File: config.mk
export PLATFORM = sky130hd
export DESIGN_NAME = exc_capture_unit
export DESIGN_NICKNAME = d
export VERILOG_FILES = /design/src/rtl/exc_pkg.sv /design/src/rtl/exc_align_check.sv /design/src/rtl/exc_prio.sv /design/src/rtl/exc_csr.sv /design/src/rtl/exc_capture_unit.sv
export SDC_FILE = /design/constraint.sdc
export NUM_CORES = 1
export LEC_CHECK = 0
export ABC_AREA = 1
export BUFFER_PORTS_ARGS = -buffer_cell sky130_fd_sc_hd__buf_2
export CELL_PAD_IN_SITES_DETAIL_PLACEMENT = 0
export CELL_PAD_IN_SITES_GLOBAL_PLACEMENT = 1
export CORE_MARGIN = 8
export CORE_UTILIZATION = 30
export CTS_CLUSTER_SIZE = 30
export DETAILED_ROUTE_END_ITERATION = 16
export GPL_ROUTABILITY_DRIVEN = 0
export PLACE_DENSITY = 0.83
export SLEW_MARGIN = 20
export SYNTH_ARGS = -nofsm -noshare
export SYNTH_HDL_FRONTEND = slang
export SYNTH_HIERARCHICAL = 1
export SYNTH_SLANG_ARGS = --single-unit
File: constraint.sdc
create_clock -name clk -period 2.1 [get_ports clk]
set_input_delay 0.42 -clock clk [delete_from_list [all_inputs] [get_ports clk]]
set_output_delay 0.42 -clock clk [all_outputs]
set_load 0.1 [all_outputs]
File: src/rtl/exc_pkg.sv
package exc_pkg;
    parameter int unsigned XLEN   = 32;
    parameter int unsigned MODE_W = 6;

    typedef enum logic [4:0] {
        EXC_NONE = 5'd0,
        EXC_ADEL = 5'd4,
        EXC_ADES = 5'd5,
        EXC_IBE  = 5'd6,
        EXC_CPU  = 5'd11
    } exc_code_t;

    typedef enum logic [1:0] {
        SZ_BYTE = 2'd0,
        SZ_HALF = 2'd1,
        SZ_WORD = 2'd2,
        SZ_WRD3 = 2'd3
    } acc_size_t;

    typedef struct packed {
        exc_code_t       code;
        logic [XLEN-1:0] epc;
        logic            bd;
        logic [1:0]      ce;
        logic            bad_we;
        logic [XLEN-1:0] bad;
    } exc_rec_t;

    localparam int unsigned CAUSE_BD_BIT = 31;
    localparam int unsigned CAUSE_CE_LO  = 28;
    localparam int unsigned CAUSE_EC_LO  = 2;
endpackage

File: src/rtl/exc_align_check.sv
module exc_align_check
    import exc_pkg::*;
#(
    parameter int unsigned LSB_W = 2
) (
    input  logic [LSB_W-1:0] addr_lsb,
    input  logic [1:0]       size,
    output logic             misaligned
);
    always_comb begin
        unique case (acc_size_t'(size))
            SZ_BYTE:          misaligned = 1'b0;
            SZ_HALF:          misaligned = addr_lsb[0];
            SZ_WORD, SZ_WRD3: misaligned = |addr_lsb;
            default:          misaligned = 1'b0;
        endcase
    end
endmodule

File: src/rtl/exc_prio.sv
module exc_prio
    import exc_pkg::*;
#(
    parameter int unsigned AW = XLEN
) (
    input  logic          ex_valid,
    input  logic [AW-1:0] ex_pc,
    input  logic          ex_in_delay,
    input  logic          ex_cop_use,
    input  logic [1:0]    ex_cop_num,
    input  logic          ex_mem_req,
    input  logic          ex_mem_write,
    input  logic [1:0]    ex_mem_size,
    input  logic [AW-1:0] ex_mem_addr,
    input  logic          if_valid,
    input  logic [AW-1:0] if_pc,
    input  logic          if_bus_err,
    input  logic          user_mode,
    input  logic          cu0,
    input  logic          cu2,
    output logic          take,
    output exc_rec_t      rec
);
    localparam logic [AW-1:0] WORD_BYTES = AW'(4);

    logic data_mis, fetch_mis, cop_bad;
    logic ex_fault, if_fault;

    exc_align_check #(.LSB_W(2)) u_data_align (
        .addr_lsb   (ex_mem_addr[1:0]),
        .size       (ex_mem_size),
        .misaligned (data_mis)
    );

    exc_align_check #(.LSB_W(2)) u_fetch_align (
        .addr_lsb   (if_pc[1:0]),
        .size       (SZ_WORD),
        .misaligned (fetch_mis)
    );

    always_comb begin
        unique case (ex_cop_num)
            2'd0:    cop_bad = user_mode && !cu0;
            2'd2:    cop_bad = user_mode && !cu2;
            2'd3:    cop_bad = 1'b1;
            default: cop_bad = 1'b0;
        endcase
    end

    always_comb begin
        rec      = '0;
        rec.code = EXC_NONE;
        ex_fault = 1'b0;
        if_fault = 1'b0;
        if (ex_valid) begin
            if (ex_cop_use && cop_bad) begin
                ex_fault = 1'b1;
                rec.code = EXC_CPU;
            end else if (ex_mem_req && data_mis) begin
                ex_fault   = 1'b1;
                rec.code   = ex_mem_write ? EXC_ADES : EXC_ADEL;
                rec.bad_we = 1'b1;
                rec.bad    = ex_mem_addr;
            end
        end
        if (ex_fault) begin
            rec.epc = ex_in_delay ? (ex_pc - WORD_BYTES) : ex_pc;
            rec.bd  = ex_in_delay;
            rec.ce  = ex_cop_num;
        end else if (if_valid) begin
            if (fetch_mis) begin
                if_fault   = 1'b1;
                rec.code   = EXC_ADEL;
                rec.bad_we = 1'b1;
                rec.bad    = if_pc;
                rec.epc    = if_pc;
            end else if (if_bus_err) begin
                if_fault = 1'b1;
                rec.code = EXC_IBE;
                rec.epc  = if_pc;
            end
        end
        take = ex_fault || if_fault;
    end
endmodule

File: src/rtl/exc_csr.sv
module exc_csr
    import exc_pkg::*;
#(
    parameter int unsigned AW = XLEN,
    parameter int unsigned MW = MODE_W
) (
    input  logic          clk,
    input  logic          rst_n,
    input  logic          capture,
    input  exc_rec_t      rec,
    input  logic          mode_we,
    input  logic [MW-1:0] mode_wd,
    output logic [AW-1:0] epc_q,
    output logic [AW-1:0] cause_q,
    output logic [AW-1:0] bad_q,
    output logic [MW-1:0] mode_q
);
    logic [AW-1:0] cause_d;

    always_comb begin
        cause_d = '0;
        cause_d[CAUSE_BD_BIT]                = rec.bd;
        cause_d[CAUSE_CE_LO +: 2]            = rec.ce;
        cause_d[CAUSE_EC_LO +: $bits(exc_code_t)] = rec.code;
    end

    always_ff @(posedge clk or negedge rst_n) begin
        if (!rst_n) begin
            epc_q   <= '0;
            cause_q <= '0;
            bad_q   <= '0;
            mode_q  <= '0;
        end else if (capture) begin
            epc_q   <= rec.epc;
            cause_q <= cause_d;
            if (rec.bad_we) bad_q <= rec.bad;
            mode_q  <= {mode_q[MW-3:0], 2'b00};
        end else if (mode_we) begin
            mode_q  <= mode_wd;
        end
    end
endmodule

File: src/rtl/exc_capture_unit.sv
module exc_capture_unit
    import exc_pkg::*;
#(
    parameter logic [31:0] VEC_NORMAL = 32'h8000_0080,
    parameter logic [31:0] VEC_BOOT   = 32'hBFC0_0180
) (
    input  logic        clk,
    input  logic        rst_n,
    input  logic        ex_valid,
    input  logic [31:0] ex_pc,
    input  logic        ex_in_delay,
    input  logic        ex_cop_use,
    input  logic [1:0]  ex_cop_num,
    input  logic        ex_mem_req,
    input  logic        ex_mem_write,
    input  logic [1:0]  ex_mem_size,
    input  logic [31:0] ex_mem_addr,
    input  logic        if_valid,
    input  logic [31:0] if_pc,
    input  logic        if_bus_err,
    input  logic        st_cu0,
    input  logic        st_cu2,
    input  logic        st_bev,
    input  logic        mode_we,
    input  logic [5:0]  mode_wd,
    output logic [31:0] epc_o,
    output logic [31:0] cause_o,
    output logic [31:0] badvaddr_o,
    output logic [5:0]  mode_o,
    output logic        redirect_valid,
    output logic [31:0] redirect_pc,
    output logic        fetch_advance
);
    localparam int unsigned KU_BIT = 1;

    typedef enum logic {ST_RUN, ST_REDIRECT} state_t;

    state_t      state_q, state_d;
    logic        take, capture;
    exc_rec_t    rec;
    logic [31:0] vec_q;

    exc_prio #(.AW(32)) u_prio (
        .ex_valid     (ex_valid),
        .ex_pc        (ex_pc),
        .ex_in_delay  (ex_in_delay),
        .ex_cop_use   (ex_cop_use),
        .ex_cop_num   (ex_cop_num),
        .ex_mem_req   (ex_mem_req),
        .ex_mem_write (ex_mem_write),
        .ex_mem_size  (ex_mem_size),
        .ex_mem_addr  (ex_mem_addr),
        .if_valid     (if_valid),
        .if_pc        (if_pc),
        .if_bus_err   (if_bus_err),
        .user_mode    (mode_o[KU_BIT]),
        .cu0          (st_cu0),
        .cu2          (st_cu2),
        .take         (take),
        .rec          (rec)
    );

    exc_csr #(.AW(32), .MW(6)) u_csr (
        .clk     (clk),
        .rst_n   (rst_n),
        .capture (capture),
        .rec     (rec),
        .mode_we (mode_we),
        .mode_wd (mode_wd),
        .epc_q   (epc_o),
        .cause_q (cause_o),
        .bad_q   (badvaddr_o),
        .mode_q  (mode_o)
    );

    // state register
    always_ff @(posedge clk or negedge rst_n) begin
        if (!rst_n) begin
            state_q <= ST_RUN;
            vec_q   <= '0;
        end else begin
            state_q <= state_d;
            if (capture) vec_q <= st_bev ? VEC_BOOT : VEC_NORMAL;
        end
    end

    // next state and outputs
    always_comb begin
        state_d        = state_q;
        capture        = 1'b0;
        redirect_valid = 1'b0;
        redirect_pc    = '0;
        fetch_advance  = 1'b0;
        unique case (state_q)
            ST_RUN: begin
                capture       = take;
                fetch_advance = if_valid && !take;
                if (take) state_d = ST_REDIRECT;   // take
            end
            ST_REDIRECT: begin
                redirect_valid = 1'b1;
                redirect_pc    = vec_q;
                state_d        = ST_RUN;           // resume
            end
            default: state_d = ST_RUN;
        endcase
    end
endmodule

## Yosys cells after proc, flatten, opt, wreduce, memory -nomap -nowiden

Index checks and enable logic that the tools add are counted.

- Register bits: 111
- Latch bits: 0
- Memory bits (writable): 0
- Bits in read-only memories: 0
- Input port bits: 119
- Output and inout bits: 136
- Logic and storage cells: 64
- Memories kept: 0

- Add/sub/neg operators: 1
- Multiply operators: 0
- Divide/modulo/power cells: 0
- Magnitude comparators: 0
- Equality and inequality tests: 5
- Shifts and indexed selects: 0
- Mux-type cells: 35
- Bitwise operators: 1
- Reductions and logical operators: 16

Operators with widths:

| operator | count |
|---|---|
| 33-bit 2-to-1 mux | 6 |
| 37-bit 2-to-1 mux | 3 |
| 32-bit 2-to-1 mux | 3 |
| 32-bit by 3-bit subtractor with 32-bit output (second input constant) | 1 |
| 30-bit 2-to-1 mux | 1 |
| 5-bit 2-to-1 mux | 4 |
| 1-bit 2-to-1 mux | 12 |
| 6-bit 2-to-1 mux | 2 |
| 2-bit equality test (second input constant) | 4 |
| 1-bit one-hot mux with 3 select lines | 2 |
| 2-bit OR reduction | 3 |
| 1-bit logical AND | 5 |
| 2-bit zero test | 2 |
| 1-bit zero test | 3 |
| 3-bit 2-to-1 mux | 1 |
| 2-bit by 1-bit equality test with 1-bit output (second input constant) | 1 |
| 1-bit one-hot mux with 2 select lines | 1 |
| 2-bit AND reduction | 1 |
| 2-bit nonzero test | 1 |
| 1-bit logical OR | 1 |
| 1-bit NOT | 1 |

## Logic depth before layout (Yosys ltp)

- Word-level depth: 12
- Gate-level depth with buffers: 17
- Depth with buffers taken out: 14

## Modules after synthesis

Netlist, hierarchy kept.

By module, submodules not included:

| module | times used | cells an instance | area an instance (um2) | sequential area each (um2) |
|---|---|---|---|---|
| exc_csr | 1 | 373 | 3255.6 | 1951.9 |
| exc_prio | 1 | 426 | 1851.8 | 0.0 |
| exc_capture_unit | 1 | 48 | 360.3 | 75.1 |
| exc_align_check | 2 | 4 | 16.3 | 0.0 |

## Worst setup path before layout

OpenSTA, ideal clock, no wires.

- Path type: reg2out
- From: register u_csr.mode_q[1]
- To: output fetch_advance
- Data arrival time: 2856 ps
- Data required time: 1680 ps
- Slack: -1176 ps
- Cell stages (with the launch flop): 10
- Path buffers: 2
- Cells stage by stage: dfrtp_1 nand2_1 nand2_1 nand4_2 nand2_2 buf_6 inv_2 buf_6 nand2_1 nor2_1

- Cells in the longest elaborated chain, start to end: 10
- Elaborated cells between the ends (all ways): 11

Ends and longest elaborated chain:

| what | RTL line | text |
|---|---|---|
| start, declared | exc_csr.sv:16 | `output logic [MW-1:0] mode_q` |
| start signal, assigned | exc_csr.sv:37 | `mode_q <= {mode_q[MW-3:0], 2'b00};` |
| start signal, assigned | exc_csr.sv:39 | `mode_q <= mode_wd;` |
| 1-bit logical AND (on tied branches) | exc_prio.sv:44, exc_prio.sv:43 |  |
| 1-bit one-hot mux with 3 select lines (*) | exc_prio.sv:42 | `unique case (ex_cop_num)` |
| 1-bit logical AND (*) | exc_prio.sv:56 | `if (ex_cop_use && cop_bad) begin` |
| 1-bit 2-to-1 mux (*) | exc_prio.sv:56 |  |
| 1-bit 2-to-1 mux (*) | exc_prio.sv:55 | `if (ex_valid) begin` |
| 1-bit 2-to-1 mux | exc_prio.sv:66 | `if (ex_fault) begin` |
| 1-bit logical OR (*) | exc_prio.sv:83 | `take = ex_fault \|\| if_fault;` |
| named net take | exc_capture_unit.sv:39 | `logic take, capture;` |
| 1-bit zero test (*) | exc_capture_unit.sv:97 | `fetch_advance = if_valid && !take;` |
| 1-bit logical AND (*) | exc_capture_unit.sv:97 |  |
| 1-bit 2-to-1 mux (*) | exc_capture_unit.sv:94 | `unique case (state_q)` |
| end, declared | exc_capture_unit.sv:32 | `output logic fetch_advance` |

Mark *: on every way through the listed nets, which the timed path passes. The rest lies on a longest branch.

## Worst setup path after layout

Ends and elaborated chain as after synthesis.

==> qor.txt <==
status = finished, final reports clean
Yosys top cell by area = dfrtp_1
worst skew pair latency = 0.33 ns
pin count of the biggest net entering global routing = 36
post-place instance area = 6690 µm²
CP endpoint kind = output port
critical path fanouts, max = 4
Routed WL = 20.0 mm
Syn Inst Count = 855
CTS tree = done
top cells by count, synth = 440 x nand2_1, 81 x dfrtp_1, 75 x nand3_1
fin area = 6980 µm²
register area = 2030 µm²
layout cell share with drive strength beyond 1 = 26.9%
Synth async-reset ratio = 100%
Mapped Area = 5500 µm²
DR WL/cell = 15.5 µm
initial antenna violation count = 1
most numerous cell in the Yosys netlist = nand2_1
MaxCap Viol Count = 0
area share of fa/ha/maj cells after synthesis = 0.227%
Die Y = 151 µm
Synth Area per Inst = 6.43 µm²
hold_buf cts = 0
worst slew pin tran = 0.524 ns
final net count = 1177
Reg clk slew, reported paths = 0.07 ns
post-synthesis mux area share = 0%
main combinational cell family by area after synthesis = simple AND/OR/NAND/NOR gates
antenna viol nets, final = 0
Worst Path Class, Setup = reg2out
clk sink count = 81
H-Tree Level Count = 3
Synth Warn # = 6
cell area power density = 1110 nW/µm²
CTS buffer count = 9
period utilisation layout = 94.3%
sequential share of the synthesized area = 36.9%
Final WS setup = 0.120 ns
DR vias = 5671
total core area = 18000 µm²
dpl hpwl = 16.3 mm
total global-route track usage = 17.1%
Clock Tree Buf Depth = 2
DRC Markers = 0
number of detailed-route iterations in the first pass = 5
worst endpoint data arrival time = 1.56 ns
most used flip-flop cell after synthesis = dfrtp_1
DR iter-0 viols = 283
PortBufs = 209
EDFF count, synth = 0
Boundary Pins = 255
Layout area overhead = 26.8%
Synth Area in XOR/XNOR = 0.955%
fillcell total = 2011
multi-input logic area = 2830 µm²
Initial Util = 30.6%
die area = 22900 µm²
Die X = 151 µm
Tmin final = 1.98 ns
global route overflow = 0
vias per std cell = 4.39
Final Hold Vio Count = 0
maximum vdd drop = 846 µV
Clock Skews = 0.00877 ns
compound-gate portion of the synthesized area = 2.53%
post-synth cell types = 26
Simple-Gate Fraction of Synth Area = 43.8%
worst min-delay path category = in2async
first-pass GRT wire length = 30.4 mm
root buffer cell = clkbuf_16
num rows = 49
pre-CTS WS = 0.0212 ns
Area contributors post-synth = dfrtp_1 37%, nand2_1 30%, buf_4 9.0%
#FFs+latches synth = 81
RSZ-0062 raised after global routing = false
Worst Path Required = 1.68 ns
Worst setup SP type = register
Synth top area share = 36.9%
vias in the first global route = 5533
Leak = 4.24 nW
Peak Freq = 505 MHz
max_slew headroom = 65.3%
Final Max Slew Viols = 0
Setup-failing EPs final = 0
report_power, final:
part	total (mW)	switching (mW)	internal [mW]
Clock	1.50	0.686	0.812
Sequential	2.05	0.181	1.87
Combinational	4.22	3.62	0.597
worst max-delay path, cell delays in order (launching register included):
cell     delay (ns)
dfrtp_4        0.49
nand2_1        0.08
nand2_2        0.07
nand4_4        0.10
nand2_2        0.08
inv_2          0.07
nand2_4        0.06
nor2_4         0.09
buf_12         0.18
final timing paths:
| check | from | to | slack [ns] | cells past startpoint |
|---|---|---|---|---|
| worst min-delay path | rst_n | u_csr/bad_q[27] | 0.03 | 1 |
| worst max register to register | u_csr/mode_q[1] | u_csr/bad_q[26] | 0.25 | 11 |
| max in group asynchronous | rst_n | u_csr/epc_q[13] | 1.45 | 2 |
| worst max-delay path | u_csr/mode_q[1] | fetch_advance | 0.12 | 8 |
| worst min register to register | vec_q[7] | vec_q[7] | 0.46 | 2 |
| min in group clk | st_bev | vec_q[29] | 0.33 | 3 |
metrics by stage:
stage / hold slack [ns] / util, % / TNS [ns] / std cells / power [mW]
global placement: 0.401 / 37.2 / 0 / 1275 / 6.29
floorplan: 0.124 / - / -0.572 / 899 / 5.60
global route: 0.0449 / 38.8 / 0 / 1292 / 8.12
CTS: 0.0413 / 38.8 / 0 / 1291 / 7.83
finish: 0.0250 / 38.8 / 0 / 1292 / 7.76
detailed placement: 0.405 / 37.2 / 0 / 1275 / 6.32
metal layers:
metal	vias up	global-route usage (%)	share of wire, %
li1	2909	-	-
met1	2558	22.4	44
met2	186	27.7	47
met3	18	3.73	7.8
met4	0	5.10	1.5
met5	-	0	0
sequential cells by signal, summed over array words and instances (netlist names):
signal / count
vec_q: 2
u_csr/epc_q: 32
u_csr/mode_q: 6
u_csr/cause_q: 8
u_csr/bad_q: 32
state_q: 1
cell usage in the layout (no fill, tap or decap), types with 3 or more instances in the layout:
master,instances
nand2_1,437
buf_2,207
dfrtp_1,79
nand3_1,75
inv_1,51
nor2_1,49
conb_1,48
buf_4,22
o21ai_0,12
clkbuf_16,9
nor2_2,8
nand2_2,7
o21ai_1,7
buf_12,6
xor2_1,6
inv_2,5
nor2_4,5
nand4_1,5
clkinvlp_4,3
nand2_4,3
inv_6,3
a21oi_1,3
cell type report:
| class | instances | area share [%] |
|---|---|---|
| Timing Repair Buffer | 235 | 18.9 |
| Tap cell | 229 | 4.11 |
| Clock inverter | 7 | 0.753 |
| Sequential cell | 81 | 29.2 |
| Inverter | 58 | 3.23 |
| Clock buffer | 9 | 3.23 |
| Antenna cell | 1 | 0.0359 |
| Multi-Input combinational cell | 672 | 40.5 |
cell families (layout without fill, tap and decap cells):
family | count (synthesis) | count (layout)
buffers and inverters | 146 | 309
AO/OA/AOI/OAI | 26 | 26
other | 4 | 49
AND/OR/NAND/NOR | 591 | 591
adder cells (fa/ha/maj) | 1 | 1
XOR/XNOR | 6 | 6
flip-flops | 81 | 81
timing repair:
action | 4_1_cts | 5_1_grt
resized for setup | 0 | 2
setup buffers | 0 | 0
setup endpoints to repair | 0 | 1
Power figures use the tool's default switching activity.
